$ cat src/rtl/perf_evt_pkg.sv
package perf_evt_pkg;

    localparam int ADDR_W = 12;
    localparam int DATA_W = 32;
    localparam int NUM_CNT = 2;
    localparam int CODE_LSB = 2;
    localparam int CODE_W = 6;

    localparam logic [ADDR_W-1:0] OFF_CTRL  = 12'h200;
    localparam logic [ADDR_W-1:0] OFF_CFG_A = 12'h208;
    localparam logic [ADDR_W-1:0] OFF_CFG_B = 12'h204;
    localparam logic [ADDR_W-1:0] OFF_VAL_B = 12'h20C;
    localparam logic [ADDR_W-1:0] OFF_VAL_A = 12'h210;

    typedef enum logic [CODE_W-1:0] {
        EVT_OFF    = 6'd0,
        EVT_RD_HIT = 6'd2,
        EVT_RD_REQ = 6'd3
    } evt_code_e;

    typedef struct packed {
        logic rd_req;
        logic rd_hit;
    } evt_pulse_t;

    typedef struct packed {
        logic              valid;
        logic              write;
        logic [ADDR_W-1:0] addr;
        logic [DATA_W-1:0] wdata;
    } bus_req_t;

    function automatic logic [CODE_W-1:0] cfg_code(input logic [DATA_W-1:0] cfg);
        return cfg[CODE_LSB +: CODE_W];
    endfunction

    function automatic logic pick_event(input logic [CODE_W-1:0] code, input evt_pulse_t ev);
        case (code)
            EVT_RD_REQ: return ev.rd_req;
            EVT_RD_HIT: return ev.rd_hit;
            default:    return 1'b0;
        endcase
    endfunction

endpackage

$ cat src/rtl/perf_evt_regs.sv
module perf_evt_regs
    import perf_evt_pkg::*;
#(
    parameter int CNT_W = 32
) (
    input  logic                         clk,
    input  logic                         rst,
    input  bus_req_t                     req,
    input  logic [NUM_CNT-1:0][CNT_W-1:0] cnt_in,
    output logic [NUM_CNT-1:0][DATA_W-1:0] cfg_q,
    output logic                         en_q,
    output logic [NUM_CNT-1:0]           clr,
    output logic [DATA_W-1:0]            rdata
);

    logic wr_hit_ctrl;
    logic rd_stb;

    assign wr_hit_ctrl = req.valid && req.write && (req.addr == OFF_CTRL);
    assign rd_stb      = req.valid && !req.write;

    // one-cycle clear pulses straight from the bus write
    assign clr[0] = wr_hit_ctrl && req.wdata[1];
    assign clr[1] = wr_hit_ctrl && req.wdata[2];

    always_ff @(posedge clk) begin
        if (rst) begin
            cfg_q <= '0;
            en_q  <= 1'b0;
        end else if (req.valid && req.write) begin
            case (req.addr)
                OFF_CTRL:  en_q     <= req.wdata[0];
                OFF_CFG_A: cfg_q[0] <= req.wdata;
                OFF_CFG_B: cfg_q[1] <= req.wdata;
                default: ;
            endcase
        end
    end

    always_ff @(posedge clk) begin
        if (rst) begin
            rdata <= '0;
        end else if (rd_stb) begin
            case (req.addr)
                OFF_CTRL:  rdata <= {{(DATA_W-1){1'b0}}, en_q};
                OFF_CFG_A: rdata <= cfg_q[0];
                OFF_CFG_B: rdata <= cfg_q[1];
                OFF_VAL_A: rdata <= DATA_W'(cnt_in[0]);
                OFF_VAL_B: rdata <= DATA_W'(cnt_in[1]);
                default:   rdata <= '0;
            endcase
        end
    end

endmodule

$ cat src/rtl/perf_evt_select.sv
module perf_evt_select
    import perf_evt_pkg::*;
(
    input  logic [CODE_W-1:0] code,
    input  evt_pulse_t        ev,
    input  logic              en,
    output logic              inc
);

    always_comb begin
        inc = en && pick_event(code, ev);
    end

endmodule

$ cat src/rtl/perf_evt_counter.sv
module perf_evt_counter #(
    parameter int CNT_W = 32
) (
    input  logic             clk,
    input  logic             rst,
    input  logic             clr,
    input  logic             inc,
    output logic [CNT_W-1:0] cnt
);

    localparam logic [CNT_W-1:0] CNT_MAX = '1;

    always_ff @(posedge clk) begin
        if (rst || clr) begin
            cnt <= '0;
        end else if (inc && (cnt != CNT_MAX)) begin
            cnt <= cnt + 1'b1;
        end
    end

endmodule

$ cat src/rtl/perf_evt_pair.sv
module perf_evt_pair
    import perf_evt_pkg::*;
#(
    parameter int CNT_W = 32
) (
    input  logic              clk,
    input  logic              rst,
    input  logic              bus_valid,
    input  logic              bus_write,
    input  logic [11:0]       bus_addr,
    input  logic [31:0]       bus_wdata,
    output logic [31:0]       bus_rdata,
    input  logic              evt_rd_req,
    input  logic              evt_rd_hit
);

    bus_req_t                       req;
    evt_pulse_t                     ev;
    logic [NUM_CNT-1:0][DATA_W-1:0] cfg_q;
    logic [NUM_CNT-1:0][CODE_W-1:0] evt_code;
    logic [NUM_CNT-1:0][CNT_W-1:0]  cnt_v;
    logic [NUM_CNT-1:0]             clr;
    logic [NUM_CNT-1:0]             inc;
    logic                           en_q;

    assign req = '{valid: bus_valid, write: bus_write, addr: bus_addr, wdata: bus_wdata};
    assign ev  = '{rd_req: evt_rd_req, rd_hit: evt_rd_hit};

    perf_evt_regs #(.CNT_W(CNT_W)) u_regs (
        .clk    (clk),
        .rst    (rst),
        .req    (req),
        .cnt_in (cnt_v),
        .cfg_q  (cfg_q),
        .en_q   (en_q),
        .clr    (clr),
        .rdata  (bus_rdata)
    );

    for (genvar i = 0; i < NUM_CNT; i++) begin : g_cnt
        assign evt_code[i] = cfg_code(cfg_q[i]);

        perf_evt_select u_sel (
            .code (evt_code[i]),
            .ev   (ev),
            .en   (en_q),
            .inc  (inc[i])
        );

        perf_evt_counter #(.CNT_W(CNT_W)) u_cnt (
            .clk (clk),
            .rst (rst),
            .clr (clr[i]),
            .inc (inc[i]),
            .cnt (cnt_v[i])
        );
    end

endmodule

$ cat config.mk
export PLATFORM = sky130hd
export DESIGN_NAME = perf_evt_pair
export DESIGN_NICKNAME = d
export VERILOG_FILES = /design/src/rtl/perf_evt_pkg.sv /design/src/rtl/perf_evt_regs.sv /design/src/rtl/perf_evt_select.sv /design/src/rtl/perf_evt_counter.sv /design/src/rtl/perf_evt_pair.sv
export SDC_FILE = /design/constraint.sdc
export NUM_CORES = 1
export LEC_CHECK = 0
export ABC_AREA = 1
export ABC_CLOCK_PERIOD_IN_PS = 3850
export BUFFER_PORTS_ARGS = -buffer_cell sky130_fd_sc_hd__buf_2
export CORE_UTILIZATION = 50
export DETAILED_ROUTE_END_ITERATION = 10
export PLACE_DENSITY = 0.69
export SETUP_SLACK_MARGIN = 0.2
export SLEW_MARGIN = 20
export SYNTH_ARGS = -nofsm -noshare
export SYNTH_HDL_FRONTEND = slang
export SYNTH_SLANG_ARGS = --single-unit
$ cat constraint.sdc
create_clock -name clk -period 3.85 [get_ports clk]
set_clock_uncertainty 0.05 [all_clocks]
set_input_delay 0.385 -clock clk [delete_from_list [all_inputs] [get_ports clk]]
set_output_delay 0.385 -clock clk [all_outputs]
set_load 0.02 [all_outputs]
==> flow_metrics.env <==
export IMPL_endpoint_kind="register"
export IMPL_cts_root_buffer="clkbuf_16"
export IMPL_cts_buffers_inserted=17
export IMPL_status="complete, no violations"
export IMPL_drtIter0Drc=768
export IMPL_fin_util=0.570
export IMPL_dp_slack_ns=1.32
export IMPL_drc=0
export IMPL_synth_compound_area_frac=0.149
export IMPL_slew_violations=0
export IMPL_max_slew_margin=0.306
export IMPL_fin_hold_ws_ns=0.177
export IMPL_hold_path_class="in -> reg"
export IMPL_vias=8730
export IMPL_clock_fmax_mhz=437
export IMPL_critPathRequiredTime_ns=4.15
export IMPL_drtPass1Iterations=5
export IMPL_synthCells=1366
export IMPL_synth_edf_count=0
export IMPL_synthSimpleGateAreaFrac=0.365
export IMPL_worst_slack_ns=1.56
export IMPL_nets=1461
export IMPL_wl_per_cell_um=15.1
export IMPL_yosys_area_share_adder=0.00282
export IMPL_syn_num_nets=1418
export IMPL_syn_to_final_growth_pct=11.1
export IMPL_cts_hold_buf=0
export IMPL_synthFlopType="dfxtp_1"
export IMPL_cp_cell_sequence="ha_1, inv_1, nor2_8, nand2_4, nor2_4, nand2_2, nand2_4, inv_4, nand2_1, nand2_1, inv_1, nor2_1"
export IMPL_power_density_nw_per_um2=350
export IMPL_timing_final_crit_share=0.595
export IMPL_drv_cap=0
export IMPL_crit_path_max_fanout=34
export IMPL_yosysTopAreaCell="dfxtp_1"
export IMPL_drt_wl_total_um=24800
export IMPL_core_area_um2=17300
export IMPL_tightest_slew_ns=1.04
export IMPL_rsz0062_at_grt="no"
export IMPL_ir_drop_uv=322
export IMPL_grt_pass1_wl_um=39700
export IMPL_hold_violations=0
export IMPL_period_needed_ns=2.29
export IMPL_crit_path_max_incr_delay_ns=0.44
export IMPL_avgSynthCellArea_um2=6.49
export IMPL_grt_use_total=0.279
export IMPL_internal_power_mw=2.56
export IMPL_cp_top_family="simple AND/OR/NAND/NOR gates"
export IMPL_gr_total_overflow=0
export IMPL_antenna_cells=0
export IMPL_grt_max_degree=65
export IMPL_synth_xor_area_share=0.0267
export IMPL_synth_top_family_by_area="simple AND/OR/NAND/NOR gates"
export IMPL_mostFrequentLayoutCells="nand2_1 (405), dfxtp_1 (161), nand3_1 (140)"
export IMPL_synth_top_area_share=0.363
export IMPL_ys_ff_latch=161
export IMPL_finalSetupTns_ns=0
export IMPL_netlist_area_um2=8870
export IMPL_p_clk_frac=0.483
export IMPL_synthMuxAreaShare=0
export IMPL_pin_count=82
export IMPL_yosys_warnings=0
export IMPL_cts_setup_buffers=0
export IMPL_cts_buffer_depth=2
export IMPL_fillers=1752
export IMPL_power_switching_uw=886
export IMPL_dieWidth_um=135
export IMPL_die_area_um2=18300
export IMPL_io_buffers=81
export IMPL_grt_antenna_before_repair=0
export IMPL_cts_resized=0
export IMPL_vias_per_cell=5.30
export IMPL_die_height_um=135
export IMPL_clock_sinks=161
export IMPL_netlist_top_cells_area="dfxtp_1 (36%), nand2_1 (17%), nand3_1 (7.9%), a21oi_1 (7.6%), nor2_1 (5.1%)"
export IMPL_antenna_left=0
export IMPL_clk_latency_ns=0.45
export IMPL_synth_cell_types=35
export IMPL_p_sw_frac=0.257
export IMPL_cts_tree="built"
export IMPL_yosysSeqAreaShare=0.363
export IMPL_power_leakage_nw=3.78
export IMPL_async_flop_share=0
export IMPL_combPwrFrac=0.035
export IMPL_post_dp_hpwl_um=17900
export IMPL_rows=48
export IMPL_seqPwrFrac=0.483
export IMPL_drive_above_1_share=0.129
export IMPL_crit_slowest_cell="dfxtp_1"
export IMPL_cp_num_buf_inv=3
export IMPL_final_common_cell="nand2_1"
export IMPL_worstPathArrival_ns=2.59
export IMPL_setup_viol=0
export IMPL_htree_levels=4
export IMPL_startpoint_type="register"
export IMPL_clk_pin_slew_worst_paths_ns=0.08
export IMPL_start_util=0.513
export IMPL_grt_pass1_vias=7641
export IMPL_critPathKind="reg -> reg"
export IMPL_place_congestion=0.949
[kinds of logic (layout without fill, tap and decap cells)]
family | Yosys count | count (layout)
buf+inv | 185 | 241
simple gates | 739 | 739
flops | 161 | 161
xor+xnor | 27 | 27
fa+ha+maj | 2 | 2
compound gates | 252 | 252
[worst paths after layout]
| check | cells past startpoint | start | slack, ns | to |
|---|---|---|---|---|
| min | 3 | bus_wdata[7] | 0.18 | u_regs.cfg_q[7] |
| max | 12 | g_cnt[1].u_cnt.cnt[0] | 1.56 | g_cnt[1].u_cnt.cnt[18] |
| max reg2reg | 12 | g_cnt[1].u_cnt.cnt[0] | 1.56 | g_cnt[1].u_cnt.cnt[18] |
| min reg2reg | 2 | u_regs.cfg_q[46] | 0.40 | u_regs.cfg_q[46] |
[Yosys cell counts (2+ instances only)]
cell type / n
nand2_1: 406
dfxtp_1: 161
nand3_1: 140
a21oi_1: 135
nor2_1: 120
inv_1: 110
o21ai_0: 69
clkbuf_1: 33
o21ai_1: 31
buf_2: 25
nand3b_1: 25
xor2_1: 18
a21oi_2: 14
nand2_2: 12
nor2_2: 9
xnor2_1: 9
nand4_1: 8
buf_6: 7
nor2_4: 6
nor3_1: 5
nand2_4: 3
o21bai_1: 3
buf_8: 2
ha_1: 2
inv_2: 2
inv_4: 2
[through the flow]
| step | total power [mW] | instances | area [µm²] |
|---|---|---|---|
| global placement | 1.82 | 1615 | 9290 |
| finish | 3.45 | 1647 | 9850 |
| floorplan | 1.77 | 1366 | 8870 |
| detailed placement | 1.82 | 1615 | 9290 |
| CTS | 3.46 | 1647 | 9850 |
| global route | 3.54 | 1647 | 9850 |
[per-layer routing]
layer	vias to the layer above	wire length, µm	track usage
li1	4486	-	-
met1	3930	11700	0.383
met2	266	11200	0.434
met3	48	1250	0.0445
met4	0	749	0.116
met5	-	0	0
[sequential cells by signal, indices dropped and copies added, names as in the netlist]
name and cells:
u_regs.en_q 1, g_cnt.u_cnt.cnt 64, u_regs.cfg_q 64, u_regs.rdata 32
[cell type report]
class / instances / area, µm² / area share
clock buffer: 18 / 429 / 0.0436
inverter: 115 / 437 / 0.0443
tap: 225 / 282 / 0.0286
timing repair buffer: 94 / 515 / 0.0523
sequential: 161 / 3220 / 0.327
clock inverter: 14 / 133 / 0.0135
multi-input combinational: 1020 / 4830 / 0.491
[tightest hold or removal path, delay by kind of cell]
kind                   cells  cell delay (ns)
AOI/OAI and AO/OA          2             0.17
buffers and inverters      1             0.09
[power by group through the flow]
stage / Clock (mW) / Sequential [mW] / Combinational (mW)
global route: 1.74 / 1.66 / 0.132
floorplan: 0 / 1.70 / 0.0666
CTS: 1.67 / 1.67 / 0.119
detailed placement: 0 / 1.70 / 0.118
finish: 1.66 / 1.67 / 0.119
global placement: 0 / 1.70 / 0.118
Note: power is estimated with default switching activity, not from simulation.
